### config.mk
export PLATFORM = sky130hd
export DESIGN_NAME = swp_cmd_decoder
export DESIGN_NICKNAME = d
export VERILOG_FILES = /design/src/rtl/swp_cmd_pkg.sv /design/src/rtl/swp_seq_fsm.sv /design/src/rtl/swp_prot_ctrl.sv /design/src/rtl/swp_lock_timer.sv /design/src/rtl/swp_cmd_decoder.sv
export SDC_FILE = /design/constraint.sdc
export NUM_CORES = 1
export LEC_CHECK = 0
export BUFFER_PORTS_ARGS = -buffer_cell sky130_fd_sc_hd__buf_2
export CORE_MARGIN = 3
export CORE_UTILIZATION = 43
export CTS_CLUSTER_DIAMETER = 30
export DETAILED_ROUTE_END_ITERATION = 12
export GPL_TIMING_DRIVEN = 0
export PLACE_DENSITY_LB_ADDON = 0.25
export SYNTH_ARGS = -nofsm -noshare
export SYNTH_HDL_FRONTEND = slang
export SYNTH_SLANG_ARGS = --single-unit
export TNS_END_PERCENT = 10
### constraint.sdc
create_clock -name clk -period 1.9 [get_ports clk]
set_input_delay 0.095 -clock clk [delete_from_list [all_inputs] [get_ports clk]]
set_output_delay 0.095 -clock clk [all_outputs]
set_load 0.03 [all_outputs]
### src/rtl/swp_cmd_pkg.sv
package swp_cmd_pkg;

  typedef enum logic [2:0] {
    SQ_IDLE,
    SQ_G1,
    SQ_G2,
    SQ_X3,
    SQ_X4,
    SQ_X5
  } seq_state_t;

  typedef struct packed {
    logic unlock;
    logic id_enter;
    logic id_exit;
    logic dis;
    logic erase;
    logic plain;
  } cmd_ev_t;

endpackage

### src/rtl/swp_seq_fsm.sv
module swp_seq_fsm
  import swp_cmd_pkg::*;
#(
  parameter int          ADDR_W    = 17,
  parameter logic [ADDR_W-1:0] AMASK = 17'h07FFF,
  parameter logic [ADDR_W-1:0] ADDR_P = 17'h05555,
  parameter logic [ADDR_W-1:0] ADDR_Q = 17'h02AAA,
  parameter logic [7:0]  KEY_P     = 8'hAA,
  parameter logic [7:0]  KEY_Q     = 8'h55,
  parameter logic [7:0]  OP_WRITE  = 8'hA0,
  parameter logic [7:0]  OP_EXT    = 8'h80,
  parameter logic [7:0]  OP_ID     = 8'h90,
  parameter logic [7:0]  OP_EXIT   = 8'hF0,
  parameter logic [7:0]  OP_OFF    = 8'h20,
  parameter logic [7:0]  OP_ERASE  = 8'h10
) (
  input  logic              clk,
  input  logic              rst_n,
  input  logic              en,
  input  logic [ADDR_W-1:0] addr,
  input  logic [7:0]        data,
  output cmd_ev_t           ev
);

  seq_state_t st, st_nxt;
  logic at_p, at_q;

  assign at_p = (addr & AMASK) == (ADDR_P & AMASK);
  assign at_q = (addr & AMASK) == (ADDR_Q & AMASK);

  always_comb begin
    st_nxt = st;
    ev     = '0;
    if (en) begin
      st_nxt = SQ_IDLE;
      unique case (st)
        SQ_IDLE: if (at_p && data == KEY_P) st_nxt = SQ_G1; else ev.plain = 1'b1;
        SQ_G1:   if (at_q && data == KEY_Q) st_nxt = SQ_G2; else ev.plain = 1'b1;
        SQ_G2: begin
          if (at_p && data == OP_WRITE)     ev.unlock   = 1'b1;
          else if (at_p && data == OP_ID)   ev.id_enter = 1'b1;
          else if (at_p && data == OP_EXIT) ev.id_exit  = 1'b1;
          else if (at_p && data == OP_EXT)  st_nxt      = SQ_X3;
          else                              ev.plain    = 1'b1;
        end
        SQ_X3:   if (at_p && data == KEY_P) st_nxt = SQ_X4; else ev.plain = 1'b1;
        SQ_X4:   if (at_q && data == KEY_Q) st_nxt = SQ_X5; else ev.plain = 1'b1;
        SQ_X5: begin
          if (at_p && data == OP_OFF)        ev.dis   = 1'b1;
          else if (at_p && data == OP_ERASE) ev.erase = 1'b1;
          else                               ev.plain = 1'b1;
        end
        default: ev.plain = 1'b1;
      endcase
    end
  end

  always_ff @(posedge clk) begin
    if (!rst_n) st <= SQ_IDLE;
    else        st <= st_nxt;
  end

  // a completed or aborted step always lands back in idle
  assert_abort_idle_R9: assert property (@(posedge clk) disable iff (!rst_n)
    (en && ev.plain) |=> st == SQ_IDLE);

  // without an accepted byte the sequence position does not move
  assert_hold_when_idle_R11: assert property (@(posedge clk) disable iff (!rst_n)
    !en |=> $stable(st));

endmodule

### src/rtl/swp_prot_ctrl.sv
module swp_prot_ctrl
  import swp_cmd_pkg::*;
(
  input  logic    clk,
  input  logic    rst_n,
  input  cmd_ev_t ev,
  input  logic    page_end,
  output logic    prot_on,
  output logic    window,
  output logic    id_mode,
  output logic    erase_start
);

  always_ff @(posedge clk) begin
    if (!rst_n) begin
      prot_on     <= 1'b0;
      window      <= 1'b0;
      id_mode     <= 1'b0;
      erase_start <= 1'b0;
    end else begin
      erase_start <= ev.erase;
      if (ev.unlock)   prot_on <= 1'b1;
      else if (ev.dis) prot_on <= 1'b0;
      if (ev.unlock)        window <= 1'b1;
      else if (page_end)    window <= 1'b0;
      if (ev.id_enter)      id_mode <= 1'b1;
      else if (ev.id_exit)  id_mode <= 1'b0;
    end
  end

  // an open window implies protection is set
  assert_window_prot_R3: assert property (@(posedge clk) disable iff (!rst_n)
    window |-> prot_on);

  // ending a protected page never drops protection
  assert_prot_kept_R3: assert property (@(posedge clk) disable iff (!rst_n)
    (page_end && prot_on && !ev.dis) |=> prot_on);

  // erase request lasts a single cycle
  assert_erase_pulse_R7: assert property (@(posedge clk) disable iff (!rst_n)
    erase_start |=> !erase_start);

endmodule

### src/rtl/swp_lock_timer.sv
module swp_lock_timer #(
  parameter int LOCK_CYCLES = 30000,
  localparam int CNT_W = $clog2(LOCK_CYCLES + 1)
) (
  input  logic clk,
  input  logic rst_n,
  input  logic start,
  output logic busy
);

  logic [CNT_W-1:0] cnt;

  always_ff @(posedge clk) begin
    if (!rst_n)          cnt <= '0;
    else if (start)      cnt <= CNT_W'(LOCK_CYCLES);
    else if (cnt != '0)  cnt <= cnt - CNT_W'(1);
  end

  assign busy = (cnt != '0);

  // the interval counts down by one every cycle once started
  assert_lock_count_R4: assert property (@(posedge clk) disable iff (!rst_n)
    (busy && !start) |=> (cnt == $past(cnt) - CNT_W'(1)));

endmodule

### src/rtl/swp_cmd_decoder.sv
module swp_cmd_decoder
  import swp_cmd_pkg::*;
#(
  parameter int          ADDR_W      = 17,
  parameter int          LOCK_CYCLES = 30000,
  parameter logic [ADDR_W-1:0] AMASK  = 17'h07FFF,
  parameter logic [ADDR_W-1:0] ADDR_P = 17'h05555,
  parameter logic [ADDR_W-1:0] ADDR_Q = 17'h02AAA,
  parameter logic [7:0]  KEY_P       = 8'hAA,
  parameter logic [7:0]  KEY_Q       = 8'h55,
  parameter logic [7:0]  OP_WRITE    = 8'hA0,
  parameter logic [7:0]  OP_EXT      = 8'h80,
  parameter logic [7:0]  OP_ID       = 8'h90,
  parameter logic [7:0]  OP_EXIT     = 8'hF0,
  parameter logic [7:0]  OP_OFF      = 8'h20,
  parameter logic [7:0]  OP_ERASE    = 8'h10,
  parameter logic [7:0]  MFR_BYTE    = 8'hBF,
  parameter logic [7:0]  DEV_BYTE    = 8'h08
) (
  input  logic              clk,
  input  logic              rst_n,
  input  logic              ld_valid,
  output logic              ld_ready,
  input  logic [ADDR_W-1:0] ld_addr,
  input  logic [7:0]        ld_data,
  input  logic              page_end,
  input  logic [ADDR_W-1:0] rd_addr,
  output logic              write_permit,
  output logic              prot_on,
  output logic              erase_start,
  output logic              id_mode,
  output logic [7:0]        id_data,
  output logic              lock_busy
);

  logic    take, window, decode_en, violation;
  cmd_ev_t ev;

  assign ld_ready  = !lock_busy;
  assign take      = ld_valid && ld_ready;
  assign decode_en = take && !window;

  swp_seq_fsm #(
    .ADDR_W(ADDR_W), .AMASK(AMASK), .ADDR_P(ADDR_P), .ADDR_Q(ADDR_Q),
    .KEY_P(KEY_P), .KEY_Q(KEY_Q), .OP_WRITE(OP_WRITE), .OP_EXT(OP_EXT),
    .OP_ID(OP_ID), .OP_EXIT(OP_EXIT), .OP_OFF(OP_OFF), .OP_ERASE(OP_ERASE)
  ) u_seq (
    .clk(clk), .rst_n(rst_n), .en(decode_en),
    .addr(ld_addr), .data(ld_data), .ev(ev)
  );

  swp_prot_ctrl u_prot (
    .clk(clk), .rst_n(rst_n), .ev(ev), .page_end(page_end),
    .prot_on(prot_on), .window(window), .id_mode(id_mode),
    .erase_start(erase_start)
  );

  assign violation = ev.plain && prot_on;

  swp_lock_timer #(.LOCK_CYCLES(LOCK_CYCLES)) u_lock (
    .clk(clk), .rst_n(rst_n), .start(violation), .busy(lock_busy)
  );

  assign write_permit = !prot_on || window;

  always_comb begin
    id_data = 8'h00;
    if (id_mode) begin
      if (rd_addr == '0)                 id_data = MFR_BYTE;
      else if (rd_addr == ADDR_W'(1))    id_data = DEV_BYTE;
    end
  end

  // a lockout only begins after a byte was taken on a protected device
  assert_lock_cause_R4: assert property (@(posedge clk) disable iff (!rst_n)
    $rose(lock_busy) |-> $past(ld_valid && prot_on && !window));

  // bytes inside an open window never start a lockout
  assert_window_no_lock_R5: assert property (@(posedge clk) disable iff (!rst_n)
    (take && window) |=> !$rose(lock_busy));

endmodule

Yosys cells after proc, flatten, opt, wreduce, memory -nomap -nowiden
Index checks and enable logic that the tools add are counted.

word-level totals
  output and inout bits = 14
  input bits = 46
  bits in registers = 22

cells by class
  equal/unequal tests = 16
  add/sub/neg operators = 1
  muxes and demuxes = 39
  reductions and logical operators = 26
  bitwise operators = 3

operators with widths
  cell                                                   count
  equality test 8 bit, second input constant             5
  2-to-1 mux 15 bit                                      2
  2-to-1 mux 1 bit                                       20
  equality test 17 x 1 -> 1 bit, second input constant   1
  zero test 17 bit                                       1
  2-to-1 mux 8 bit                                       2
  equality test 15 x 14 -> 1 bit, second input constant  1
  equality test 15 bit, second input constant            1
  2-to-1 mux 3 bit                                       5
  case mux 3 bit (5 select lines)                        1
  nonzero test 15 bit                                    1
  subtractor 15 x 1 -> 15 bit, second input constant     1
  2-to-1 mux 2 bit                                       6
  logical AND 1 bit                                      11
  equality test 8 x 5 -> 1 bit, second input constant    1
  equality test 8 x 6 -> 1 bit, second input constant    1
  equality test 8 x 7 -> 1 bit, second input constant    1
  nonzero test 2 bit                                     4
  equality test 3 x 2 -> 1 bit, second input constant    2
  equality test 3 bit, second input constant             2
  2-to-1 mux 6 bit                                       1
  OR reduction 2 bit                                     3
  2-to-1 mux 4 bit                                       1
  case mux 1 bit (4 select lines)                        1
  other kinds (6)                                        10

Logic depth before layout (Yosys ltp)
  depth after elaboration = 10
  depth in mapped cells = 8
  depth with buffers taken out = 8

By module
From an unflattened synthesis, not the netlist that was laid out.

unflattened totals
  cells, all modules = 195
  area, all modules = 1606.5 sq um

by module, submodules not included
  module           area an instance (sq um)  sequential area each (sq um)  cells each  instances
  swp_lock_timer   809.5                     300.3                         92          1
  swp_seq_fsm      519.2                     60.1                          72          1
  swp_prot_ctrl    150.1                     80.1                          11          1
  swp_cmd_decoder  127.6                     0.0                           20          1

Least setup slack after synthesis
No wires, ideal clock.

  path type = reg2out
  start point = register u_prot.id_mode
  end point = output port id_data[1]
  arrival = 2837 ps
  slack = -1032 ps
  stages on the path, launching flop included = 6
  buffers on the path = 1
  path through = dfxtp_1 -> nor4b_1 -> nand4_1 -> nor4_1 -> nor2b_1 -> buf_4

between the ends
  word-level cells in the longest chain between the ends = 1

RTL lines
  what                    line                   text
  start, declared         swp_prot_ctrl.sv:10    output logic id_mode,
  start signal, assigned  swp_prot_ctrl.sv:18    id_mode <= 1'b0;
  start signal, assigned  swp_prot_ctrl.sv:26    if (ev.id_enter) id_mode <= 1'b1;
  start signal, assigned  swp_prot_ctrl.sv:27    else if (ev.id_exit) id_mode <= 1'b0;
  2-to-1 mux 8 bit        swp_cmd_decoder.sv:68  if (id_mode) begin
  end, declared           swp_cmd_decoder.sv:32  output logic [7:0] id_data,

No other way between the ends.

Final worst setup path
  start point = register u_lock.cnt[3]
  end point = register u_prot.id_mode

between the ends
  word-level cells in the longest chain between the ends = 6

RTL lines
  what                                                           line                   text
  start, declared                                                swp_lock_timer.sv:11   logic [CNT_W-1:0] cnt;
  start signal, assigned                                         swp_lock_timer.sv:15   else if (start) cnt <= CNT_W'(LOCK_CYCLES);
  start signal, assigned                                         swp_lock_timer.sv:16   else if (cnt != '0) cnt <= cnt - CNT_W'(1);
  nonzero test 15 bit *                                          swp_lock_timer.sv:19   assign busy = (cnt != '0);
  zero test 1 bit *                                              swp_cmd_decoder.sv:39  assign ld_ready = !lock_busy;
  logical AND 1 bit *                                            swp_cmd_decoder.sv:40  assign take = ld_valid && ld_ready;
  logical AND 1 bit *                                            swp_cmd_decoder.sv:41  assign decode_en = take && !window;
  2-to-1 mux 6 bit *                                             swp_seq_fsm.sv:34      if (en) begin
  2-to-1 mux 1 bit / nonzero test 2 bit (equally long branches)  --

Every way passes the cells marked *; elsewhere a longest branch is shown, timed or not.
A chain may end at the register's enable or synchronous reset.

==> metrics.csv <==
metric,value,unit
placementRows,20,
postSynthCellCount,183,
crit_path_top_delay_cell,sky130_fd_sc_hd__or3_4,
final_design_area_no_fill,2060,um^2
design.final.nets,297,
ctsRootBufferMaster,sky130_fd_sc_hd__clkbuf_4,
fin_tns_setup,-0.0154,ns
groute.usage.overall,20.5,%
drive_gt1_share,41.4,%
antenna_violations_before_repair,0,
io_pins,60,
synth_top_flop_cell,sky130_fd_sc_hd__dfxtp_1,
yosys_register_bits,22,
endpoint_class_of_the_critical_path,flop,
post-route-period-util,101,%
antenna_violating_nets_post_route,0,
hpwlAfterDp,2950,um
area_delta_synth_final,40.8,%
critical_path.endpoint,u_prot.id_mode,
dieArea,4130,um^2
timing.critical_path.slowest_cell_delay,0.40,ns
synth_top_area_cell,sky130_fd_sc_hd__dfxtp_1,
place_worst_setup_slack,-0.269,ns
cts.sinks,22,
synth.top_cell.area_share,30.2,%
powerDensity,1100,nW/um^2
synth.yosys.seq_area_share,30.2,%
synthTopCellsByCount,"sky130_fd_sc_hd__dfxtp_1 (22), sky130_fd_sc_hd__nand2_1 (19), sky130_fd_sc_hd__nor2_1 (16)",
vias_in_the_first_global_route,1515,
dpl-instance-area,1840,um^2
static-leakage-power,0.792,nW
synthesis.yosys.warnings,0,
max_freq,522,MHz
finClkSkew,0.00382,ns
cap_violations,0,
synth.most_common_cell,sky130_fd_sc_hd__dfxtp_1,
dieHeight,64.3,um
endpoint_of_the_worst_slack_reg_to_reg_timing_path,u_prot.id_mode,
finalCoreUtilization,65.2,%
insertedDiodeCount,0,
ctsLongestPathBuffers,2,
dpl.cell_count,283,
finalWeightedCongestion,0.884,
worstPathArrival,2.15,ns
route.detailed.vias_per_inst,5.34,
die_width,64.3,um
cts_max_level,1,
slew_violations,0,
timing.final.setup_violations,1,
grt_first_pass_wirelength,6820,um
worst_setup_hold_path_clk_slew,0.12,ns
mappedNetlistNets,230,
layout_min_cycle_time,1.92,ns
hold-worst-slack,0.0313,ns
synthDistinctLibCells,46,
core-area,3150,um^2
final-hold-violation-count,0,
timing.reg2reg.setup_slack,-0.02,ns
routed_wl,3970,um
overflow,0,
drt-initial-drc-count,84,
run_status,finished with violations,
layoutNonFillerInstCount,293,
rsz0062_at_grt,true,
timing.critical_path.from_type,flop,
hp-class,in2reg,
synth_area,1460,um^2
path_max_fanout,4,
cp_cell_sequence,or3_4 -> nor3b_4 -> and3_4 -> nand2_2 -> or4_1 -> a21oi_1,
worst_reg_to_reg_path_cell_count,6,
top_post_synthesis_cells_by_area,"sky130_fd_sc_hd__dfxtp_1 (30%), sky130_fd_sc_hd__nor4_1 (6.4%), sky130_fd_sc_hd__nand2_1 (4.9%)",
place.port_buffers,56,
num_cts_buffers,3,
maximum_ir_drop_on_the_vdd_rail,0.000875,V
vias,1564,
worst_setup_path_startpoint,u_lock.cnt[3],
critPathKind,reg2reg,
drc,0,
synth.avg_cell_area,7.98,um^2
postSynth.asyncResetShare,0,%
worstSkewPairLatency,0.31,ns
cp_data_required_time,2.14,ns
grt_start_max_net_pins,13,
tritoncts,built,
fin_total_pwr,2.26,mW
postLayoutSetupSlackWorst,-0.0154,ns
routed_wire_length_per_instance,13.5,um
worst_r2r_startpoint,u_lock.cnt[3],
drt-pass1-iter-count,6,
synth-edff-count,0,
start_util,46.3,%
failed_checks,negative setup slack,
## state kept, by name, indices dropped and copies added (netlist names)
name                flops
u_lock.cnt             15
u_prot.erase_start      1
u_prot.id_mode          1
u_prot.prot_on          1
u_prot.window           1
u_seq.st                3
## final cells by class
type / instances / area, um^2
buffer: 8 / 72.6
clock buffer: 4 / 36.3
fill: 302 / 1100
inverter: 8 / 32.5
multi-input combinational: 144 / 1030
sequential: 22 / 452
tap: 44 / 55.1
timing repair buffer: 63 / 374
## where the power goes
part / internal (mW) / switching (mW)
Sequential: 0.573 / 0.131
Combinational: 0.638 / 0.662
Clock: 0.117 / 0.139
Total: 1.33 / 0.932
## critical path, delay by kind of cell (launching register included)
family | cells | cell delay [ns]
AOI/OAI and AO/OA | 1 | 0.13
DFF | 1 | 0.35
and+or+nand+nor | 5 | 1.36
## layer usage
metal,up-vias,track usage (%),share of wire (%)
met4,0,4.22,1.5
li1,812,-,-
met1,702,25.6,43
met2,43,36.1,51
met3,7,4.04,3.9
met5,-,0,0
## placed cells by master, fill, tap and decap left out, drive strengths merged
cell type	Yosys	layout
a21oi	14	14
a31oi	2	2
a41o	1	1
and2	2	2
and3	4	4
and3b	1	1
and4	1	1
buf	7	70
clkbuf	2	5
clkinv	1	1
conb	1	1
dfxtp	22	22
ha	1	1
inv	7	7
mux2	1	1
mux2i	1	1
nand2	20	20
nand2b	2	2
nand3	5	5
nand3b	2	2
nand4	5	5
nand4b	1	1
nor2	16	16
nor2b	3	3
nor3	6	6
nor3b	2	2
nor4	17	17
nor4b	2	2
nor4bb	7	7
o211a	1	1
o211ai	1	1
o21ai	4	4
o22ai	1	1
o31ai	3	3
o41ai	2	2
or3	3	3
or4	1	1
xnor2	7	7
xor2	4	4
## repair_timing
action,4_1_cts,5_1_grt
gates resized for setup,19,17
pin swaps,9,3
buffers inserted,7,0
hold buffers,0,0
setup endpoints to repair,20,22
## worst min-delay path by stage
| stage | start | endpoint | cells past startpoint |
|---|---|---|---|
| detailed placement | page_end | u_prot.window | 3 |
| global placement | page_end | u_prot.window | 3 |
| floorplan | rst_n | u_prot.erase_start | 2 |
| finish | page_end | u_prot.window | 3 |
| global route | page_end | u_prot.window | 3 |
| CTS | page_end | u_prot.window | 3 |
## cell families after synthesis
group | synth area share (%)
flops | 30.2
xor+xnor | 6.60
buf+inv | 6.00
simple gates | 41.3
mux | 1.46
compound gates | 13.4
fa+ha+maj | 0.857
other cells | 0.257
(Power assumes the default switching activity.)
